$ cat src/rtl/wstat_pkg.sv
package wstat_pkg;

    localparam int unsigned POLL_BIT = 7;
    localparam int unsigned TOG_BIT  = 6;

    typedef struct packed {
        logic rd;
        logic busy;
    } edge_st_t;

    typedef struct packed {
        logic tog;
    } tog_st_t;

endpackage

$ cat src/rtl/wstat_edge.sv
module wstat_edge (
    input  logic clk,
    input  logic rst_n,
    input  logic rd_strobe_i,
    input  logic busy_i,
    output logic rd_start_o,
    output logic busy_rise_o
);
    import wstat_pkg::*;

    edge_st_t st_d, st_q;

    always_comb begin
        st_d.rd     = rd_strobe_i;
        st_d.busy   = busy_i;
        rd_start_o  = rd_strobe_i & ~st_q.rd;
        busy_rise_o = busy_i & ~st_q.busy;
    end

    always_ff @(posedge clk) begin
        if (!rst_n) st_q <= '0;
        else        st_q <= st_d;
    end
endmodule

$ cat src/rtl/wstat_toggle.sv
module wstat_toggle #(
    parameter logic TOG_INIT = 1'b0
) (
    input  logic clk,
    input  logic rst_n,
    input  logic restart_i,
    input  logic advance_i,
    output logic tog_o
);
    import wstat_pkg::*;

    tog_st_t st_d, st_q;

    always_comb begin
        tog_o    = restart_i ? TOG_INIT : st_q.tog;
        st_d.tog = tog_o ^ advance_i;
    end

    always_ff @(posedge clk) begin
        if (!rst_n) st_q.tog <= TOG_INIT;
        else        st_q     <= st_d;
    end
endmodule

$ cat src/rtl/wstat_mux.sv
module wstat_mux #(
    parameter int unsigned W = 16
) (
    input  logic         op_erase_i,
    input  logic         prog_d7_i,
    input  logic         tog_i,
    input  logic [W-1:0] array_word_i,
    output logic [W-1:0] status_o
);
    import wstat_pkg::*;

    always_comb begin
        status_o           = array_word_i;
        status_o[POLL_BIT] = op_erase_i ? 1'b0 : ~prog_d7_i;
        status_o[TOG_BIT]  = tog_i;
    end
endmodule

$ cat src/rtl/wstat_gen.sv
module wstat_gen #(
    parameter int unsigned W        = 16,
    parameter logic        TOG_INIT = 1'b0
) (
    input  logic         clk,
    input  logic         rst_n,
    input  logic         busy_i,
    input  logic         op_erase_i,
    input  logic         prog_d7_i,
    input  logic         rd_strobe_i,
    input  logic         ce_n_i,
    input  logic         oe_n_i,
    input  logic [W-1:0] array_word_i,
    output logic [W-1:0] dq_o,
    output logic         dq_oe_o
);
    typedef struct packed {
        logic [W-1:0] dq;
        logic         oe;
    } out_st_t;

    out_st_t      st_d, st_q;
    logic         rd_start, busy_rise, tog_now;
    logic [W-1:0] status_word;

    wstat_edge i_edge (
        .clk        (clk),
        .rst_n      (rst_n),
        .rd_strobe_i(rd_strobe_i),
        .busy_i     (busy_i),
        .rd_start_o (rd_start),
        .busy_rise_o(busy_rise)
    );

    wstat_toggle #(.TOG_INIT(TOG_INIT)) i_toggle (
        .clk      (clk),
        .rst_n    (rst_n),
        .restart_i(busy_rise),
        .advance_i(rd_start & busy_i),
        .tog_o    (tog_now)
    );

    wstat_mux #(.W(W)) i_mux (
        .op_erase_i  (op_erase_i),
        .prog_d7_i   (prog_d7_i),
        .tog_i       (tog_now),
        .array_word_i(array_word_i),
        .status_o    (status_word)
    );

    always_comb begin
        st_d    = st_q;
        st_d.oe = ~ce_n_i & ~oe_n_i;
        if (rd_strobe_i && !busy_i)
            st_d.dq = array_word_i;
        else if (rd_start && busy_i)
            st_d.dq = status_word;
    end

    always_ff @(posedge clk) begin
        if (!rst_n) st_q <= '0;
        else        st_q <= st_d;
    end

    assign dq_o    = st_q.dq;
    assign dq_oe_o = st_q.oe;
endmodule

$ cat config.mk
export PLATFORM = sky130hd
export DESIGN_NAME = wstat_gen
export DESIGN_NICKNAME = d
export VERILOG_FILES = /design/src/rtl/wstat_pkg.sv /design/src/rtl/wstat_edge.sv /design/src/rtl/wstat_toggle.sv /design/src/rtl/wstat_mux.sv /design/src/rtl/wstat_gen.sv
export SDC_FILE = /design/constraint.sdc
export NUM_CORES = 1
export LEC_CHECK = 0
export BUFFER_PORTS_ARGS = -buffer_cell sky130_fd_sc_hd__buf_4
export CORE_AREA = 3 3 58 60
export DETAILED_ROUTE_END_ITERATION = 6
export DIE_AREA = 0 0 61 63
export PLACE_DENSITY = 0.56
export SYNTH_ARGS = -nofsm -noshare
export SYNTH_HDL_FRONTEND = slang
export SYNTH_SLANG_ARGS = --single-unit
$ cat constraint.sdc
create_clock -name clk -period 1.3 [get_ports clk]
set_input_delay 0.26 -clock clk [delete_from_list [all_inputs] [get_ports clk]]
set_output_delay 0.26 -clock clk [all_outputs]
set_load 0.05 [all_outputs]
==> results.yml, run 1 <==
cts:
  cts_root_buf: "clkbuf_4"
  postCtsSetupRepairBufs: 0
  path_clk_slew_ns: 0.11
  cts_tree: "yes"
  clock_latency_ns: 0.29
  ctsHoldBuffers: 0
  cts_resized: 0
  cts_buffer_depth: 2
  cts_buffers: 3
  clock_sinks: 20
  htreeDepth: 1
power:
  switchingPower_mw: 0.3782
  pwr-share-seq_pct: 52.6
  power_frac_comb_pct: 24.8
  p_clk_share_pct: 22.6
  p_sw_share_pct: 29.88
  internal_power_mw: 0.8874
  power_density_mw_per_mm2: 1075
  ir_drop_v: 0.0006173
  p_leak_nw: 0.5295
global_routing:
  antenna_found_initial: 0
  grt_max_degree: 21
  grt_pass1_wl_mm: 2.987
  grt_use_total_pct: 10.21
  grt_pass1_vias: 684
  grt-ovfl-total: 0
sta:
  finClkSkew_ns: 0.003344
  fin_ws_ns: 0.1860
  slew_violations: 0
  hold_ws_ns: 0.1054
  setup_violations: 0
  fmax_mhz: 897.6
  rsz0062_at_grt: "no"
  maxSlewHeadroom_pct: 86.31
  worstMarginPinSlew_ns: 0.2051
  finalSetupTns_ns: 0
  report.final.hold_viol_count: 0
  period_needed_ns: 1.114
  finalCritPeriodShare_pct: 85.69
worst_setup_path:
  worstPathBufferInverterCount: 1
  cp_cell_sequence: "buf_4"
  crit_fanout: 2
  cp_top_family: "flip-flops"
  crit_arrival_ns: 0.85
  crit_slowest_cell: "dfxtp_1"
  required_ns: 1.04
  crit_path_start_kind: "flip-flop"
  critical_path.startpoint: "dq_o[2]"
  critPathKind: "flip-flop to output pin"
  cpPeakStageDelay_ns: 0.36
  cp.depth: 1
  end_kind: "output pin"
  r2r-start: "i_edge.st_q[1]"
  r2r_cells: 3
layout:
  nets: 153
  area_delta_synth_final_pct: 42.15
  diodes: 0
  drive_gt1_share_pct: 47.24
yosys:
  synth_area_leaders: "dfxtp_1 (48%), a21boi_2 (14%), nand2_1 (14%), a21boi_0 (4.5%), buf_6 (2.7%)"
  synthSimpleGateAreaFrac_pct: 20.09
  synth_fa_ha_area_share_pct: 0
  syn_area_um2: 828.3
  synthDistinctLibCells: 22
  muxShareOfSynthArea_pct: 1.208
  yosys.area.top_type: "dfxtp_1"
  synth-seq-cells: 20
  synth_compound_area_share_pct: 26.28
  ys_warn_count: 0
  synth_top_area_share_pct: 48.34
  syn_area_per_cell_um2: 9.631
  syn_inst: 86
  synth_top_family_by_area: "compound AO/OA/AOI/OAI gates"
  ys_seq_area_share_pct: 48.34
  synth_xor_xnor_area_share_pct: 0
  syn-num-nets: 110
floorplan:
  initial_utilization_pct: 27.82
  coreArea_mm2: 0.002978
  rows: 20
  die_area_mm2: 0.003843
  pin_count: 41
  fp.dieH_um: 63
  die_w_um: 61
placed_design:
  port_buffers: 40
  dp_hpwl_mm: 1.374
  gp_congestion: 0.7446
  pre_cts_ws_ns: 0.2294
detailed_routing:
  dr.pass1.iters: 3
  dr.first_iter.drc_count: 22
  routed_wl_mm: 1.772
  ant_nets: 0
  drc: 0
  vias_per_cell: 4.369
  wl_per_cell_um: 11.08
  vias: 699
min_path:
  hold-path-cell-count: 2
  hp-class: "input pin to flip-flop"
  worstHoldStart: "ce_n_i"
run_status:
  outcome: "finished, final reports clean"
job:
  cap_violations: 0
==> cell usage in the layout (no fill, tap or decap) <==
cell type | Yosys | routed
nand2_1 | 30 | 30
a21oi_1 | 1 | 1
a32o_1 | 1 | 1
or2b_2 | 1 | 1
a21bo_4 | 1 | 1
o22ai_1 | 2 | 2
nor2_1 | 1 | 1
buf_4 | 0 | 42
and2_2 | 1 | 1
a21boi_2 | 10 | 10
nand2b_1 | 1 | 1
nand2_2 | 1 | 1
inv_1 | 1 | 1
o21ai_0 | 1 | 1
clkbuf_4 | 0 | 3
nor3b_1 | 1 | 1
a21boi_4 | 1 | 1
dfxtp_1 | 20 | 20
mux2i_1 | 1 | 1
and2_1 | 1 | 1
a21boi_0 | 5 | 5
or2b_1 | 1 | 1
==> path summary, 6_finish.rpt <==
path | slack [ns] | endpoint
max | 0.19 | dq_o[2]
min | 0.11 | dq_oe_o
max reg2reg | 0.25 | i_toggle.st_q
min reg2reg | 0.47 | dq_o[2]
==> cell type report <==
type / instances / area (um^2)
Fill cell: 300 / 1800
Sequential cell: 20 / 400.4
Multi-Input combinational cell: 61 / 394.1
Timing Repair Buffer: 42 / 315.3
Tap cell: 33 / 41.29
Clock buffer: 3 / 22.52
Inverter: 1 / 3.754
==> cell usage after synthesis <==
master,instances
nand2_1,30
dfxtp_1,20
a21boi_2,10
a21boi_0,5
buf_6,2
clkbuf_1,2
o22ai_1,2
a21bo_4,1
a21boi_4,1
a21oi_1,1
a32o_1,1
and2_1,1
and2_2,1
inv_1,1
mux2i_1,1
nand2_2,1
nand2b_1,1
nor2_1,1
nor3b_1,1
o21ai_0,1
or2b_1,1
or2b_2,1
==> metal layers <==
layer	global-route usage [%]	part of all wire, %	vias to the layer above
met3	4.339	8.8	0
met1	13.98	47	303
li1	-	-	368
met5	0	0	-
met2	14.71	44	28
met4	2.439	0	0
==> power groups by stage <==
stage                     Clock (mW)  Combinational, mW  Sequential, mW
final                          0.286              0.314           0.666
after global routing           0.334              0.339           0.672
after CTS                      0.311              0.319           0.667
after detailed placement           0              0.318           0.681
after global placement             0              0.315           0.681
after floorplan                    0             0.0964           0.783
==> sequential cells by signal (all words and copies together) (netlist names) <==
register / cells
dq_o: 16
dq_oe_o: 1
i_edge.st_q: 2
i_toggle.st_q: 1
==> per-stage QoR <==
stage          instances  instance area [um^2]  util (%)  power [mW]
6_report             160                  1177     39.54       1.266
5_1_grt              160                  1177     39.54       1.346
4_1_cts              160                  1177     39.54       1.297
3_5_place_dp         157                  1155     38.78      0.9991
3_3_place_gp         157                  1155     38.78      0.9966
2_1_floorplan         86                 828.3         -      0.8795
==> kinds of logic after synthesis <==
group | Yosys count
multiplexers | 1
AND/OR/NAND/NOR | 38
flip-flops | 20
buffers and inverters | 5
AO/OA/AOI/OAI | 22
(Power assumes the default switching activity.)
==> run 2, diff against run 1 <==
==> constraint.sdc (replaced) <==
create_clock -name clk -period 1.3 [get_ports clk]
set_input_delay 0.065 -clock clk [delete_from_list [all_inputs] [get_ports clk]]
set_output_delay 0.065 -clock clk [all_outputs]
set_load 0.05 [all_outputs]
==> run 2 against run 1 <==
- design area increased by 11%
- non-clock buffer count rose by 9
- first-iteration DRC count up 82%
- routed wire length is 7.5% higher
- critical path type is now input pin to flip-flop
- global-route usage decreased by 0.13 points
- cell count rose by 6.3%
- worst hold slack got worse by 0.092 ns
- register-to-register slack worse by 0.04 ns
==> results.yml, run 2 (same netlist as run 1, synthesis figures left out) <==
floorplan:
  pin_count: 41
  rows: 20
  coreArea_mm2: 0.002978
  die_w_um: 61
  fp.dieH_um: 63
  die_area_mm2: 0.003843
  initial_utilization_pct: 27.82
layout:
  mostFrequentLayoutCells: "buf_4 (40), nand2_1 (30), dfxtp_1 (20)"
  fin_util_pct: 43.74
  num-fill-cells: 279
  seqCellArea_um2: 400.4
  final_common_cell: "buf_4"
  drive_gt1_share_pct: 43.07
  multi_input_area_um2: 394.1
  diodes: 0
  area_delta_synth_final_pct: 57.25
  nets: 162
  largest_register_ffs: 16
power:
  p_leak_nw: 0.5819
  ir_drop_v: 0.0004688
  power_density_mw_per_mm2: 1163
worst_setup_path:
  critPathKind: "input pin to flip-flop"
  required_ns: 1.56
  crit_arrival_ns: 1.44
  crit_fanout: 1
  end_kind: "flip-flop"
  r2r_cells: 3
  crit_path_start_kind: "input pin"
cts:
  cts_resized: 0
  ctsHoldBuffers: 10
  clock_latency_ns: 0.31
  clock_sinks: 20
  cts_buffers: 3
  postCtsSetupRepairBufs: 0
  cts_root_buf: "clkbuf_4"
  cts_buffer_depth: 2
  cts_tree: "yes"
  htreeDepth: 1
  path_clk_slew_ns: 0.13
placed_design:
  dp_hpwl_mm: 1.376
  gp_congestion: 0.7121
  port_buffers: 40
global_routing:
  grt_pass1_wl_mm: 2.932
  grt-ovfl-total: 0
  antenna_found_initial: 0
  grt_max_degree: 21
  grt_use_total_pct: 10.08
  grt_pass1_vias: 731
sta:
  finClkSkew_ns: 0.01316
  period_needed_ns: 1.174
  worstMarginPinSlew_ns: 0.4192
  setup_violations: 0
  finalSetupTns_ns: 0
  finalCritPeriodShare_pct: 90.34
  report.final.hold_viol_count: 0
  fmax_mhz: 851.5
  slew_violations: 0
  rsz0062_at_grt: "no"
  maxSlewHeadroom_pct: 71.98
detailed_routing:
  routed_wl_mm: 1.905
  dr.pass1.iters: 4
  vias: 737
  ant_nets: 0
  wl_per_cell_um: 11.21
  drc: 0
  vias_per_cell: 4.335
  dr.first_iter.drc_count: 40
min_path:
  hp-class: "input pin to flip-flop"
  hold-path-cell-count: 3
job:
  cap_violations: 0
run_status:
  outcome: "finished, final reports clean"
==> run 2: area by class of cell <==
class	count	area share, %
Multi-Input combinational cell	61	30.26
Sequential cell	20	30.74
Inverter	1	0.2882
Clock inverter	1	2.305
Clock buffer	3	1.729
Tap cell	33	3.170
Timing Repair Buffer	51	31.51
==> run 2: metrics by stage <==
| stage | hold slack, ns | worst slack, ns | instances | power [mW] | cell area (um^2) |
|---|---|---|---|---|---|
| detailed placement | 0.2274 | 0.2258 | 155 | 0.9942 | 1140 |
| global placement | 0.2271 | 0.2623 | 155 | 0.9894 | 1140 |
| global route | 0.005274 | 0.07368 | 170 | 1.582 | 1303 |
| CTS | 0.00005843 | 0.1374 | 169 | 1.529 | 1292 |
| floorplan | 0.1401 | 0.3461 | 86 | 0.8795 | 828.3 |
| finish | 0.01346 | 0.1256 | 170 | 1.515 | 1303 |
==> run 2: report_power, final <==
part | internal [mW] | leakage [nW] | switching, mW
Combinational | 0.148 | 0.389 | 0.187
Sequential | 0.648 | 0.165 | 0.0191
Clock | 0.312 | 0.0279 | 0.202
==> run 2: path summary, 6_finish.rpt <==
| check | to | slack (ns) | startpoint |
|---|---|---|---|
| min reg2reg | dq_o[11] | 0.47 | dq_o[11] |
| max | dq_oe_o | 0.13 | ce_n_i |
| min | dq_o[8] | 0.01 | array_word_i[8] |
| max reg2reg | dq_o[10] | 0.21 | i_edge.st_q[1] |
==> run 2: worst max-delay path: stages <==
cell	delay, ns
dlygate4sd3_1	0.53
buf_4	0.13
nor3b_1	0.15
dlygate4sd3_1	0.56
==> run 2: layer usage <==
metal | vias up | wire, um | GRT usage, %
li1 | 387 | - | -
met1 | 318 | 885 | 11.81
met2 | 28 | 865 | 16.84
met3 | 4 | 127 | 2.686
met4 | 0 | 26 | 4.065
met5 | - | 0 | 0
